==> src/rtl/fcd_pkg.sv <==
package fcd_pkg;
  typedef enum logic [1:0] {
    M_READ = 2'd0,
    M_ID   = 2'd1,
    M_SEC  = 2'd2
  } mode_t;

  typedef enum logic [2:0] {
    S_IDLE = 3'd0,
    S_U1   = 3'd1,
    S_U2   = 3'd2,
    S_PROG = 3'd3,
    S_E3   = 3'd4,
    S_E4   = 3'd5,
    S_E5   = 3'd6,
    S_EXIT = 3'd7
  } step_t;

  localparam logic [7:0] KEY_A     = 8'hAA;
  localparam logic [7:0] KEY_B     = 8'h55;
  localparam logic [7:0] CMD_ID    = 8'h90;
  localparam logic [7:0] CMD_SEC   = 8'h88;
  localparam logic [7:0] CMD_PROG  = 8'hA0;
  localparam logic [7:0] CMD_ERASE = 8'h80;
  localparam logic [7:0] CMD_CHIP  = 8'h10;
  localparam logic [7:0] CMD_RST   = 8'hF0;
  localparam logic [7:0] CMD_LEAVE = 8'h00;
endpackage

==> src/rtl/fcd_seq_fsm.sv <==
module fcd_seq_fsm
  import fcd_pkg::*;
#(
  parameter int AW  = 21,
  parameter int DW  = 16,
  parameter int CAW = 11
) (
  input  logic          clk,
  input  logic          rst,
  input  logic          wr_en,
  input  logic [AW-1:0] wr_addr,
  input  logic [DW-1:0] wr_data,
  input  logic          busy,
  output mode_t         mode,
  output step_t         step,
  output logic          prog_req,
  output logic [AW-1:0] prog_addr,
  output logic [DW-1:0] prog_data,
  output logic          erase_req
);
  localparam logic [CAW-1:0] ADDR_HI = CAW'(12'h555);
  localparam logic [CAW-1:0] ADDR_LO = CAW'(12'h2AA);

  logic       at_hi, at_lo, take;
  logic [7:0] code;

  assign at_hi = (wr_addr[CAW-1:0] == ADDR_HI);
  assign at_lo = (wr_addr[CAW-1:0] == ADDR_LO);
  assign code  = wr_data[7:0];
  assign take  = wr_en && !busy;

  always_ff @(posedge clk) begin
    if (rst) begin
      mode      <= M_READ;
      step      <= S_IDLE;
      prog_req  <= 1'b0;
      erase_req <= 1'b0;
      prog_addr <= '0;
      prog_data <= '0;
    end else begin
      prog_req  <= 1'b0;
      erase_req <= 1'b0;
      if (take) begin
        if (step != S_PROG && code == CMD_RST) begin
          mode <= M_READ;
          step <= S_IDLE;
        end else begin
          // default outcome of a write: abort to array read
          mode <= M_READ;
          step <= S_IDLE;
          case (step)
            S_IDLE: if (at_hi && code == KEY_A) begin
              mode <= mode;
              step <= S_U1;
            end
            S_U1: if (at_lo && code == KEY_B) begin
              mode <= mode;
              step <= S_U2;
            end
            S_U2: if (at_hi) begin
              case (code)
                CMD_ID: begin
                  if (mode == M_SEC) begin
                    mode <= M_SEC;
                    step <= S_EXIT;
                  end else begin
                    mode <= M_ID;
                  end
                end
                CMD_SEC:   mode <= M_SEC;
                CMD_PROG:  begin mode <= mode; step <= S_PROG; end
                CMD_ERASE: begin mode <= mode; step <= S_E3; end
                default: ;
              endcase
            end
            S_PROG: begin
              prog_req  <= 1'b1;
              prog_addr <= wr_addr;
              prog_data <= wr_data;
            end
            S_E3: if (at_hi && code == KEY_A) begin
              mode <= mode;
              step <= S_E4;
            end
            S_E4: if (at_lo && code == KEY_B) begin
              mode <= mode;
              step <= S_E5;
            end
            S_E5: if (at_hi && code == CMD_CHIP) erase_req <= 1'b1;
            S_EXIT: ;
            default: ;
          endcase
        end
      end
    end
  end
endmodule

==> src/rtl/fcd_id_table.sv <==
module fcd_id_table #(
  parameter int          DW          = 16,
  parameter logic [15:0] MFR_WORD    = 16'h00C2,
  parameter logic [15:0] DEV_WORD    = 16'h22FD,
  parameter logic [15:0] LOCKED_WORD = 16'h0088,
  parameter logic [15:0] OPEN_WORD   = 16'h0048
) (
  input  logic [7:0]    offset,
  input  logic          locked,
  output logic [DW-1:0] word
);
  always_comb begin
    case (offset)
      8'h00:   word = DW'(MFR_WORD);
      8'h01:   word = DW'(DEV_WORD);
      8'h03:   word = locked ? DW'(LOCKED_WORD) : DW'(OPEN_WORD);
      default: word = '0;
    endcase
  end
endmodule

==> src/rtl/fcd_read_port.sv <==
module fcd_read_port
  import fcd_pkg::*;
#(
  parameter int DW = 16
) (
  input  logic          clk,
  input  logic          rst,
  input  logic          rd_en,
  input  mode_t         mode,
  input  logic [DW-1:0] id_word,
  input  logic [DW-1:0] arr_rdata,
  output logic          rd_valid,
  output logic [DW-1:0] rd_data
);
  always_ff @(posedge clk) begin
    if (rst) begin
      rd_valid <= 1'b0;
      rd_data  <= '0;
    end else begin
      rd_valid <= rd_en;
      if (rd_en) rd_data <= (mode == M_ID) ? id_word : arr_rdata;
    end
  end
endmodule

==> src/rtl/flash_cmd_decoder.sv <==
module flash_cmd_decoder
  import fcd_pkg::*;
#(
  parameter int AW  = 21,
  parameter int DW  = 16,
  parameter int CAW = 11
) (
  input  logic          clk,
  input  logic          rst,
  input  logic          wr_en,
  input  logic [AW-1:0] wr_addr,
  input  logic [DW-1:0] wr_data,
  input  logic          busy,
  input  logic          factory_locked,
  input  logic          rd_en,
  input  logic [AW-1:0] rd_addr,
  output logic          arr_rd_en,
  output logic [AW-1:0] arr_raddr,
  input  logic [DW-1:0] arr_rdata,
  output logic          rd_valid,
  output logic [DW-1:0] rd_data,
  output logic [1:0]    mode,
  output logic          prog_req,
  output logic [AW-1:0] prog_addr,
  output logic [DW-1:0] prog_data,
  output logic          erase_req
);
  mode_t         cur_mode;
  step_t         seq_step;
  logic [DW-1:0] id_word;

  fcd_seq_fsm #(.AW(AW), .DW(DW), .CAW(CAW)) u_fsm (
    .clk(clk), .rst(rst), .wr_en(wr_en), .wr_addr(wr_addr), .wr_data(wr_data),
    .busy(busy), .mode(cur_mode), .step(seq_step), .prog_req(prog_req),
    .prog_addr(prog_addr), .prog_data(prog_data), .erase_req(erase_req)
  );

  fcd_id_table #(.DW(DW)) u_id (
    .offset(rd_addr[7:0]), .locked(factory_locked), .word(id_word)
  );

  fcd_read_port #(.DW(DW)) u_rd (
    .clk(clk), .rst(rst), .rd_en(rd_en), .mode(cur_mode), .id_word(id_word),
    .arr_rdata(arr_rdata), .rd_valid(rd_valid), .rd_data(rd_data)
  );

  assign mode      = cur_mode;
  assign arr_rd_en = rd_en && (cur_mode != M_ID);
  assign arr_raddr = rd_addr;
endmodule

==> config.mk <==
export PLATFORM = sky130hd
export DESIGN_NAME = flash_cmd_decoder
export DESIGN_NICKNAME = d
export VERILOG_FILES = /design/src/rtl/fcd_pkg.sv /design/src/rtl/fcd_seq_fsm.sv /design/src/rtl/fcd_id_table.sv /design/src/rtl/fcd_read_port.sv /design/src/rtl/flash_cmd_decoder.sv
export SDC_FILE = /design/constraint.sdc
export NUM_CORES = 1
export LEC_CHECK = 0
export BUFFER_PORTS_ARGS = -buffer_cell sky130_fd_sc_hd__buf_2
export CAP_MARGIN = 20
export CELL_PAD_IN_SITES_DETAIL_PLACEMENT = 1
export CELL_PAD_IN_SITES_GLOBAL_PLACEMENT = 1
export CORE_ASPECT_RATIO = 1.25
export CORE_MARGIN = 1
export CORE_UTILIZATION = 29
export DETAILED_ROUTE_END_ITERATION = 7
export PLACE_DENSITY_LB_ADDON = 0.2
export SKIP_LAST_GASP = 1
export SYNTH_ARGS = -nofsm -noshare
export SYNTH_HDL_FRONTEND = slang
export SYNTH_HIERARCHICAL = 1
export SYNTH_SLANG_ARGS = --single-unit
==> constraint.sdc <==
create_clock -name clk -period 2.15 [get_ports clk]
set_clock_uncertainty 0.05 [all_clocks]
set_input_delay 0.43 -clock clk [delete_from_list [all_inputs] [get_ports clk]]
set_output_delay 0.43 -clock clk [all_outputs]
set_load 0.05 [all_outputs]
**Word level (Yosys, flattened, before mapping)**

Cells that the tools add are included.

- Memories: 0
- Memory bits (writable): 0
- ROM bits: 0
- Bits in registers: 61
- Latch bits: 0

- Eq/ne operators: 25
- Reduce and logical (&&, ||, !) cells: 16
- Multiply operators: 0
- Mux-type cells: 21
- $lt $le $gt $ge: 0
- Bitwise operators: 3
- Divide/modulo/power cells: 0
- $add $sub $neg: 0
- Shifts and indexed selects: 0

Operators with widths:

| cell | count |
|---|---|
| $eq A8 B8 Y1 const B | 6 |
| $pmux W16 S3 | 1 |
| $mux W16 | 1 |
| $mux W3 | 5 |
| $pmux W3 S5 | 1 |
| $mux W2 | 6 |
| $pmux W2 S3 | 2 |
| $eq A11 B10 Y1 const B | 1 |
| $eq A11 B11 Y1 const B | 1 |
| $eq A3 B3 Y1 const B | 3 |
| $ne A3 B2 Y1 const B | 3 |
| $pmux W3 S3 | 1 |
| $eq A8 B1 Y1 const B | 1 |
| $eq A8 B2 Y1 const B | 1 |
| $eq A8 B5 Y1 const B | 1 |
| $eq A8 B7 Y1 const B | 1 |
| $logic_not A8 Y1 | 1 |
| $mux W8 | 1 |
| $eq A3 B2 Y1 const B | 2 |
| $logic_and A1 B1 Y1 | 6 |
| $reduce_or A2 Y1 | 3 |
| $ne A4 B4 Y1 const B | 1 |
| $reduce_and A4 Y1 | 1 |
| $reduce_or A4 Y1 | 1 |
| other kinds (10) | 14 |

**Depth between registers and ports, before layout**

Gate-level depths: netlist (run 1).

- Depth after elaboration: 6
- Depth in mapped cells: 6

**Cells and area by module**

The synthesis (run 1) kept the hierarchy.

Modules (own cells, without submodules):

| module | instances | cells each | area each (um2) |
|---|---|---|---|
| fcd_seq_fsm | 1 | 230 | 1829.3 |
| fcd_read_port | 1 | 93 | 992.2 |
| flash_cmd_decoder | 1 | 23 | 168.9 |
| fcd_id_table | 1 | 22 | 150.1 |

**Worst setup path after synthesis (run 1)**

Ideal clock, no wire load.

- Path type: input to register
- Start point: input port rd_addr[3]
- End point: register u_rd.rd_data[4]
- Arrival: 2.077 ns
- Path slack: -0.065 ns
- Buffers on the path: 1
- Cell stages on the path: 5
- Path through: or4_4 -> nor4_1 -> buf_4 -> and4bb_1 -> a311oi_2

- Word-level cells in the longest chain between the ends: 3

RTL lines:

| what | RTL line | text |
|---|---|---|
| start: declaration | flash_cmd_decoder.sv:16 | `input logic [AW-1:0] rd_addr,` |
| $eq A8 B2 Y1, or another cell as far along | fcd_id_table.sv:13 | `case (offset)` |
| $pmux W16 S3 * | fcd_id_table.sv:13 |  |
| named net id_word[4] | flash_cmd_decoder.sv:30 | `logic [DW-1:0] id_word;` |
| $mux W16 * | fcd_read_port.sv:21 | `if (rd_en) rd_data <= (mode == M_ID) ? id_word : arr_rdata;` |
| end signal: assignment | fcd_read_port.sv:21 |  |
| end: declaration | fcd_read_port.sv:13 | `output logic [DW-1:0] rd_data` |

The timed path passes the listed nets; every way through them passes the cells marked *.
A chain may end at the register's enable or synchronous reset.

**Worst setup path in the final report (run 1)**

- Start point: register u_fsm.mode[1]
- End point: output port arr_rd_en

- Word-level cells in the longest chain between the ends: 2

RTL lines:

| what | RTL line | text |
|---|---|---|
| start: declaration | fcd_seq_fsm.sv:14 | `output mode_t mode,` |
| start signal: assignment | fcd_seq_fsm.sv:53 | `mode <= mode;` |
| start signal: assignment | fcd_seq_fsm.sv:57 | `mode <= mode;` |
| start signal: assignment | fcd_seq_fsm.sv:82 | `mode <= mode;` |
| $ne A2 B1 Y1 | flash_cmd_decoder.sv:48 | `assign arr_rd_en = rd_en && (cur_mode != M_ID);` |
| $logic_and A1 B1 Y1 | flash_cmd_decoder.sv:48 |  |
| end: declaration | flash_cmd_decoder.sv:17 | `output logic arr_rd_en,` |

No other way between the ends.

==> results of run 1 <==
## Yosys cell counts (2+ instances only)
| library cell | count | area share (%) |
|---|---|---|
| nor4bb_1 | 7 | 2.2 |
| clkbuf_1 | 7 | 0.84 |
| buf_4 | 33 | 7.9 |
| inv_1 | 19 | 2.3 |
| dfxtp_1 | 61 | 39 |
| o31ai_1 | 3 | 0.72 |
| or2b_1 | 2 | 0.48 |
| a311oi_1 | 6 | 1.7 |
| a211oi_1 | 2 | 0.48 |
| a21oi_1 | 43 | 6.9 |
| nor2_1 | 5 | 0.60 |
| nor3_1 | 3 | 0.48 |
| nand4_1 | 3 | 0.60 |
| nand2_1 | 80 | 9.6 |
| a311oi_2 | 10 | 4.8 |
| nor4_1 | 5 | 1.0 |
| nand3_1 | 3 | 0.48 |
| o21bai_1 | 16 | 3.8 |
| nor2b_1 | 2 | 0.40 |
| and4bb_1 | 14 | 5.6 |
| buf_2 | 11 | 1.8 |
| nand2b_1 | 4 | 0.80 |
| buf_1 | 2 | 0.24 |
| and3_1 | 2 | 0.40 |
| o21ai_0 | 4 | 0.64 |
## layout make-up
class / count / area, µm²
Fill cell: 1307 / 6560
Multi-Input combinational cell: 238 / 1510
Sequential cell: 61 / 1220
Timing Repair Buffer: 141 / 751
Clock buffer: 16 / 292
Tap cell: 132 / 165
Inverter: 19 / 71.3
## stage by stage
stage | power, mW | instances | hold slack (ns) | util (%) | setup slack [ns]
final | 2.94 | 607 | 0.294 | 37.9 | 0.272
after CTS | 2.99 | 607 | 0.281 | 37.9 | 0.233
after global placement | 1.58 | 591 | 0.389 | 35.2 | 0.147
after floorplan | 1.53 | 373 | 0.411 | - | 0.0618
after global routing | 3.08 | 607 | 0.283 | 37.9 | 0.150
after detailed placement | 1.58 | 591 | 0.395 | 35.2 | 0.116
## worst max-delay path: cells and delay by family (launching register included)
family / cells / cell delay [ns]
buffers and inverters: 3 / 0.56
DFF: 1 / 0.36
AOI/OAI and AO/OA: 1 / 0.14
## worst max-delay path by stage
stage                                   end  slack [ns]  cells past startpoint
2_1_floorplan                     arr_rd_en        0.06                      2
3_3_place_gp   u_rd/rd_data[9]$_SDFFE_PP0P_        0.15                      6
3_5_place_dp   u_rd/rd_data[2]$_SDFFE_PP0P_        0.12                      6
4_1_cts                           arr_rd_en        0.23                      4
5_1_grt                           arr_rd_en        0.15                      4
6_report                          arr_rd_en        0.27                      4
## routing by layer
layer,vias to the layer above,GRT usage [%],share of wire (%)
li1,1454,-,-
met3,7,5.02,5.2
met4,0,5.78,1.4
met2,86,26.9,50
met5,-,0,0
met1,1408,19.4,44
## cells by family after synthesis
family	after synthesis	share of synthesized area, %
other	1	0.119
AND/OR/NAND/NOR	145	27.1
flip-flops	61	38.9
AO/OA/AOI/OAI	87	19.9
buffers and inverters	74	14.0
## flip-flops by register name, summed over array words and instances (netlist names)
signal           flops
u_fsm/erase_req      1
u_fsm/prog_data     16
u_fsm/step           3
u_fsm/mode           2
u_rd/rd_valid        1
u_fsm/prog_req       1
u_fsm/prog_addr     21
u_rd/rd_data        16
## power by group through the flow
stage / combinational, mW / clock [mW] / sequential (mW)
after CTS: 0.389 / 1.43 / 1.17
after detailed placement: 0.388 / 0 / 1.20
after global placement: 0.382 / 0 / 1.19
after floorplan: 0.243 / 0 / 1.29
final: 0.384 / 1.38 / 1.17
after global routing: 0.414 / 1.49 / 1.17
## cell usage in the layout (no fill, tap or decap), drive strengths merged, types with 6 or more instances in the layout
master / netlist / routed
o21bai: 16 / 16
nor4bb: 7 / 7
conb: 1 / 6
a311oi: 16 / 16
and4bb: 14 / 14
a21oi: 43 / 43
inv: 19 / 19
dfxtp: 61 / 61
buf: 48 / 141
clkbuf: 7 / 16
nor4: 6 / 6
nand2: 80 / 80
==> metrics.md, run 1 <==
| Metric | Value |
|---|---|
| Outcome | `finished, final reports clean` |
| FF+latch count, synth | `61` |
| Layout cell share with drive strength beyond 1 | `36.8%` |
| Yosys synthesis warning count | `6` |
| Rel. slew slack | `41.6%` |
| Power per cell area | `734 nW/µm²` |
| Fin crit share | `87.4%` |
| Die footprint | `11300 µm²` |
| First-pass GRT wire length | `14.2 mm` |
| FFs w/ async S/R, synth | `0%` |
| Via count | `2955` |
| CTS tree | `built` |
| Data arrival, critical path | `1.40 ns` |
| Number of global-route vias before repair | `2973` |
| Critical path cell sequence | `buf_4 -> inv_1 -> a21boi_1 -> buf_2` |
| Psw | `0.746 mW` |
| Crit path time final | `1.88 ns` |
| Max clock buf depth | `2` |
| Max-Cap Viols | `0` |
| Hold path depth | `3` |
| CP Class | `register to output port` |
| Critical Path Sink Type | `output port` |
| Clock power share | `47.1%` |
| Post-Route WL | `8.70 mm` |
| Switching Fraction | `25.4%` |
| ANT cells | `0` |
| Gate power share | `13.0%` |
| Int Power | `2.19 mW` |
| WL per Instance | `14.3 µm` |
| Mapped Avg Cell Area | `8.53 µm²` |
| CTS Hold Bufs | `0` |
| Worst VDD drop | `0.319 mV` |
| First drt pass iteration count | `4` |
| R2r endpoint | `u_rd/rd_data[15]$_SDFFE_PP0P_` |
| RR Startpoint | `u_fsm/mode[1]$_SDFFE_PP0P_` |
| Initial Utilization | `29.7%` |
| RSZ-0062 raised after global routing | `no` |
| Hold Path Class | `primary input to register` |
| Sequential Power Share | `39.9%` |
| Largest net degree at the start of global routing | `50` |
| Clock Pin Slew Worst Setup and Hold Paths | `0.05 ns` |
| CTS root buf | `clkbuf_16` |
| Peak fanout along the critical path | `19` |
| Max Slew Vio Count | `0` |
| Synth unique cells | `46` |
| Reg2Reg Setup Slack | `0.41 ns` |
| Critical path startpoint category | `register` |
| CTS buffer count | `9` |
| Dpl hpwl | `6.23 mm` |
| Tightest Pin Transition | `0.877 ns` |
| Syn Std Cell Area | `3140 µm²` |
| PostCTS Resize Cnt | `0` |
| Core ar. | `10600 µm²` |
| Final hold vios | `0` |
| Crit path max-delay cell type | `dfxtp_1` |
| Worst hold path startpoint | `wr_addr[12]` |
| Post-CTS Setup Inserts | `0` |
| GPL Wtd Cong | `0.850` |
| Input/output buffers | `133` |
| Cells after synthesis | `368` |
| Grt total ovfl | `0` |
| Initial antenna violation count | `0` |
| Seq/Total Area, Yosys | `38.9%` |
| FMAX | `0.532 GHz` |
| Die Ht | `118 µm` |
| H-tree depth | `3` |
| Clock Sinks | `61` |
| Nets | `550` |
| Endpoints failing setup | `0` |
| # rows | `42` |
| Routed Antenna Nets | `0` |
| Initial DRC Count | `77` |
| FF-to-FF path depth | `3` |
| Setup_tns | `0 ns` |
| DRC viols | `0` |
| Ports | `160` |
| Hold endpoint | `u_fsm/prog_addr[12]$_SDFFE_PP0P_` |
| Critical path's largest stage delay | `0.36 ns` |
| Area of placed instances | `3710 µm²` |
| Die Wd | `95.1 µm` |
| Ys flop type | `dfxtp_1` |
| Global-route usage over all layers | `16.2%` |
| LEAKAGE | `1.81 nW` |
| Drt via density | `4.87` |
| Synthesis-to-finish area growth | `27.5%` |
| Critical path origin | `u_fsm/mode[1]$_SDFFE_PP0P_` |
| EDFF count, synth | `0` |
| Clock Latency Late Sink | `0.32 ns` |
| CP required | `1.67 ns` |
| Final instance area | `4010 µm²` |
Note: power is estimated with default switching activity, not from simulation.
==> run 2: changes to the inputs <==
- CORE_MARGIN: 1 -> 2
==> metrics.md, run 2 (same netlist as run 1, synthesis figures left out) <==
| Metric | Value |
|---|---|
| H-tree depth | `3` |
| DRC viols | `0` |
| Register Area | `1220 µm²` |
| Global-route usage over all layers | `15.4%` |
| Max Slew Vio Count | `0` |
| Layout cell share with drive strength beyond 1 | `37.2%` |
| Rel. slew slack | `64.2%` |
| CTS buffer count | `9` |
| Post-Route WL | `8.90 mm` |
| ANT cells | `0` |
| GPL Wtd Cong | `0.783` |
| PostCTS Resize Cnt | `0` |
| Initial Utilization | `29.7%` |
| Post-CTS Setup Inserts | `0` |
| Crit path time final | `1.84 ns` |
| Biggest registers after layout | `u_fsm/prog_addr: 21 flops, u_fsm/prog_data: 16 flops, u_rd/rd_data: 16 flops` |
| Fin crit share | `85.6%` |
| CP required | `1.67 ns` |
| Number of global-route vias before repair | `3016` |
| Routed Antenna Nets | `0` |
| Endpoints failing setup | `0` |
| Power per cell area | `730 nW/µm²` |
| Input/output buffers | `133` |
| CTS Hold Bufs | `0` |
| Area of placed instances | `3730 µm²` |
| Tot Pwr | `2.93 mW` |
| Drt via density | `4.84` |
| Most frequent cells in the layout | `133 x buf_2, 80 x nand2_1, 61 x dfxtp_1` |
| Clock Pin Slew Worst Setup and Hold Paths | `0.05 ns` |
| Fillers | `1312` |
| Clock Sinks | `61` |
| Max-Cap Viols | `0` |
| Peak fanout along the critical path | `21` |
| Hold Path Class | `primary input to register` |
| Nets | `551` |
| RSZ-0062 raised after global routing | `no` |
| Dpl hpwl | `6.42 mm` |
| Ports | `160` |
| Synthesis-to-finish area growth | `27.9%` |
| LEAKAGE | `1.81 nW` |
| Tightest Pin Transition | `0.538 ns` |
| Outcome | `finished, final reports clean` |
| Largest net degree at the start of global routing | `50` |
| Die footprint | `11700 µm²` |
| Die Wd | `97.1 µm` |
| Initial antenna violation count | `0` |
| Setup_tns | `0 ns` |
| WL per Instance | `14.6 µm` |
| Largest Register | `u_fsm/prog_addr` |
| Max FFs per register | `21` |
| Most common cell after layout, fill and taps aside | `buf_2` |
| Die Ht | `120 µm` |
| Via count | `2945` |
| CTS tree | `built` |
| Final instance area | `4020 µm²` |
| Clock Latency Late Sink | `0.32 ns` |
| Core ar. | `10600 µm²` |
| Data arrival, critical path | `1.36 ns` |
| Critical path startpoint category | `register` |
| Initial DRC Count | `96` |
| First-pass GRT wire length | `14.6 mm` |
| # rows | `42` |
| CP Class | `register to output port` |
| Fin worst setup slack | `0.310 ns` |
| First drt pass iteration count | `4` |
| CTS root buf | `clkbuf_16` |
| Worst VDD drop | `0.311 mV` |
| Final hold vios | `0` |
| Grt total ovfl | `0` |
| Max clock buf depth | `2` |
| Multi-input logic area | `1510 µm²` |
| Critical Path Sink Type | `output port` |
| FMAX | `0.543 GHz` |
| DP Worst Slack | `0.103 ns` |
==> run 2: cell types whose count changed in the layout (fill, tap and decap cells not counted), sizes merged <==
| cell | delta |
|---|---|
| buf | +1 |
==> run 2: report_power, final <==
group          switching [mW]  leakage (nW)  internal [mW]
Combinational           0.257          1.17          0.129
Clock                   0.467         0.143          0.907
Sequential             0.0126         0.496           1.16
Total                   0.737          1.81           2.19
==> run 2: path summary, 6_finish.rpt <==
path	from	end	slack [ns]	cells after the start
hold / removal	wr_data[11]	u_fsm/prog_data[11]$_SDFFE_PP0P_	0.30	3
setup reg to reg	u_fsm/step[0]$_SDFFE_PP0P_	u_fsm/mode[0]$_SDFFE_PP0P_	0.48	4
hold reg to reg	u_fsm/prog_addr[3]$_SDFFE_PP0P_	u_fsm/prog_addr[3]$_SDFFE_PP0P_	0.40	2
setup / recovery	u_fsm/mode[1]$_SDFFE_PP0P_	arr_rd_en	0.31	4
==> run 2: final cells by class <==
class / instances / share of cell area, %
Tap cell: 132 / 4.11
Multi-Input combinational cell: 238 / 37.6
Timing Repair Buffer: 142 / 18.9
Inverter: 19 / 1.78
Clock buffer: 16 / 7.26
Sequential cell: 61 / 30.4
==> run 2: worst max-delay path, cell delays in order (launching register included) <==
cell      delay, ns
dfxtp_1        0.32
buf_4          0.23
inv_1          0.06
a21boi_1       0.14
buf_2          0.28
==> run 2: through the flow <==
| step | std cells | hold WS [ns] | utilization [%] |
|---|---|---|---|
| global route | 608 | 0.297 | 38.0 |
| detailed placement | 592 | 0.394 | 35.3 |
| floorplan | 373 | 0.411 | - |
| CTS | 608 | 0.281 | 38.0 |
| finish | 608 | 0.297 | 38.0 |
| global placement | 592 | 0.389 | 35.3 |
==> run 2: metal layers <==
layer / routed length [µm] / up-vias / track usage, % / part of all wire (%)
met5: 0 / - / 0 / 0
met4: 153 / 0 / 5.81 / 1.7
met3: 486 / 12 / 4.57 / 5.5
met2: 4500 / 83 / 26.7 / 51
met1: 3760 / 1394 / 17.8 / 42
li1: - / 1456 / - / -
==> run 3: changes to the inputs <==
- ABC_AREA: default -> 1
- BUFFER_PORTS_ARGS: -buffer_cell sky130_fd_sc_hd__buf_2 -> default
- CORE_UTILIZATION: 29 -> 38
- DONT_BUFFER_PORTS: default -> 1
==> metrics.md, run 3 <==
| Metric | Value |
|---|---|
| Outcome | `finished, final reports clean` |
| FF+latch count, synth | `61` |
| Tot Pwr | `2.47 mW` |
| Final hold vios | `0` |
| WL per Instance | `15.6 µm` |
| Yosys top cell by area | `dfxtp_1` |
| First drt pass iteration count | `4` |
| GPL Wtd Cong | `0.861` |
| Mapped Avg Cell Area | `6.53 µm²` |
| PostCTS Resize Cnt | `0` |
| Most common cell after layout, fill and taps aside | `nor2_1` |
| Clock Pin Slew Worst Setup and Hold Paths | `0.08 ns` |
| Synth top area share | `37.6%` |
| Max Slew Vio Count | `0` |
| Number of global-route vias before repair | `3028` |
| RSZ-0062 raised after global routing | `no` |
| CTS tree | `built` |
| Seq/Total Area, Yosys | `37.6%` |
| FMAX | `0.595 GHz` |
| Initial antenna violation count | `0` |
| Input/output buffers | `0` |
| Core ar. | `8290 µm²` |
| Die Wd | `86.7 µm` |
| Largest Register | `u_fsm/prog_addr` |
| Die footprint | `9300 µm²` |
| Drt via density | `5.26` |
| Setup_tns | `0 ns` |
| Dpl hpwl | `6.59 mm` |
| EDFF count, synth | `0` |
| Ys flop type | `dfxtp_1` |
| Initial DRC Count | `84` |
| Synth top area cells | `dfxtp_1 38%, nor2_1 14%, buf_4 8.3%, o21ai_0 8.3%, nand2_1 6.6%` |
| CP Class | `register to output port` |
| Peak fanout along the critical path | `6` |
| Max clock buf depth | `2` |
| Initial Utilization | `39.2%` |
| Most frequent cells in the layout | `122 x nor2_1, 60 x dfxtp_1, 57 x nand2_1` |
| FFs w/ async S/R, synth | `0%` |
| Post-Route WL | `8.88 mm` |
| Syn Std Cell Area | `3250 µm²` |
| DRC viols | `0` |
| CTS root buf | `clkbuf_8` |
| Layout cell share with drive strength beyond 1 | `8.46%` |
| Yosys synthesis warning count | `6` |
| Global-route usage over all layers | `19.6%` |
| Fin crit share | `78.1%` |
| LEAKAGE | `1.50 nW` |
| Max FFs per register | `21` |
| Endpoints failing setup | `0` |
| Worst VDD drop | `0.275 mV` |
| Largest net degree at the start of global routing | `40` |
| Clock Latency Late Sink | `0.35 ns` |
| ANT cells | `0` |
| First-pass GRT wire length | `14.4 mm` |
| Critical Path Sink Type | `output port` |
| Most frequent cell after synthesis | `nor2_1` |
| H-tree depth | `3` |
| CTS Hold Bufs | `0` |
| Ports | `160` |
| Commonest cells in the netlist | `122 x nor2_1, 61 x dfxtp_1, 57 x nand2_1` |
| Post-CTS Setup Inserts | `0` |
| Critical path startpoint category | `register` |
| CTS buffer count | `9` |
| Die Ht | `107 µm` |
| Crit path time final | `1.68 ns` |
| Synth unique cells | `24` |
| Max-Cap Viols | `0` |
| Grt total ovfl | `0` |
| Via count | `3001` |
| Data arrival, critical path | `1.20 ns` |
| Cells after synthesis | `497` |
| Rel. slew slack | `63.2%` |
| Tightest Pin Transition | `0.551 ns` |
| Power per cell area | `749 nW/µm²` |
| Hold Path Class | `primary input to register` |
| Biggest registers after layout | `u_fsm/prog_addr: 21 flops, u_fsm/prog_data: 16 flops, u_rd/rd_data: 16 flops` |
| Routed Antenna Nets | `0` |
| Nets | `548` |
| Clock Sinks | `61` |
| CP required | `1.67 ns` |
| Worst hold slack | `0.0855 ns` |
| Synthesis-to-finish area growth | `1.39%` |
| # rows | `37` |
run 3: per-stage QoR:
stage | cell area, µm² | setup WS, ns | util [%] | std cells
after floorplan | 3270 | 0.391 | - | 502
after global placement | 3090 | 0.575 | 37.2 | 554
after detailed placement | 3090 | 0.553 | 37.2 | 554
after CTS | 3290 | 0.451 | 39.7 | 570
after global routing | 3290 | 0.351 | 39.7 | 570
final | 3290 | 0.470 | 39.7 | 570
run 3: layer usage:
| layer | up-vias | track usage (%) | share of wire, % |
|---|---|---|---|
| li1 | 1482 | - | - |
| met1 | 1404 | 21.1 | 41 |
| met2 | 103 | 33.7 | 49 |
| met3 | 12 | 8.51 | 8.6 |
| met4 | 0 | 6.70 | 1.8 |
| met5 | - | 0 | 0 |
run 3: cells by family after synthesis:
logic type	Yosys count	synth area share, %
AOI/OAI and AO/OA	89	13.8
buffers and inverters	104	17.0
DFF	61	37.6
other	1	0.115
and+or+nand+nor	242	31.4
run 3: path summary, 6_finish.rpt:
path / start / to / slack, ns / depth (start not counted)
setup / recovery: u_fsm/mode[0]$_SDFFE_PP0P_ / arr_rd_en / 0.47 / 2
hold / removal: rst / u_rd/rd_valid$_SDFF_PP0_ / 0.09 / 1
setup reg to reg: u_fsm/step[0]$_SDFFE_PP0P_ / u_fsm/prog_data[1]$_SDFFE_PP0P_ / 0.54 / 7
hold reg to reg: u_fsm/mode[1]$_SDFFE_PP0P_ / u_fsm/mode[1]$_SDFFE_PP0P_ / 0.48 / 2
run 3: area by class of cell:
type / count / area, µm²
fill: 1104 / 4990
multi-input combinational: 337 / 1490
sequential: 61 / 1220
inverter: 51 / 191
clock buffer: 9 / 124
tap: 97 / 121
clock inverter: 7 / 81.3
timing repair buffer: 8 / 60.1
run 3: where the power goes:
group	total (mW)	internal (mW)	leakage [nW]	switching, mW
combinational	0.153	0.0535	0.904	0.0992
sequential	1.25	1.15	0.496	0.100
clock	1.06	0.548	0.100	0.511
total	2.47	1.76	1.50	0.710
run 3: worst max-delay path, stage by stage (launching register included):
cell and delay [ns]:
dfxtp_2 0.56, a21oi_2 0.10, buf_4 0.20
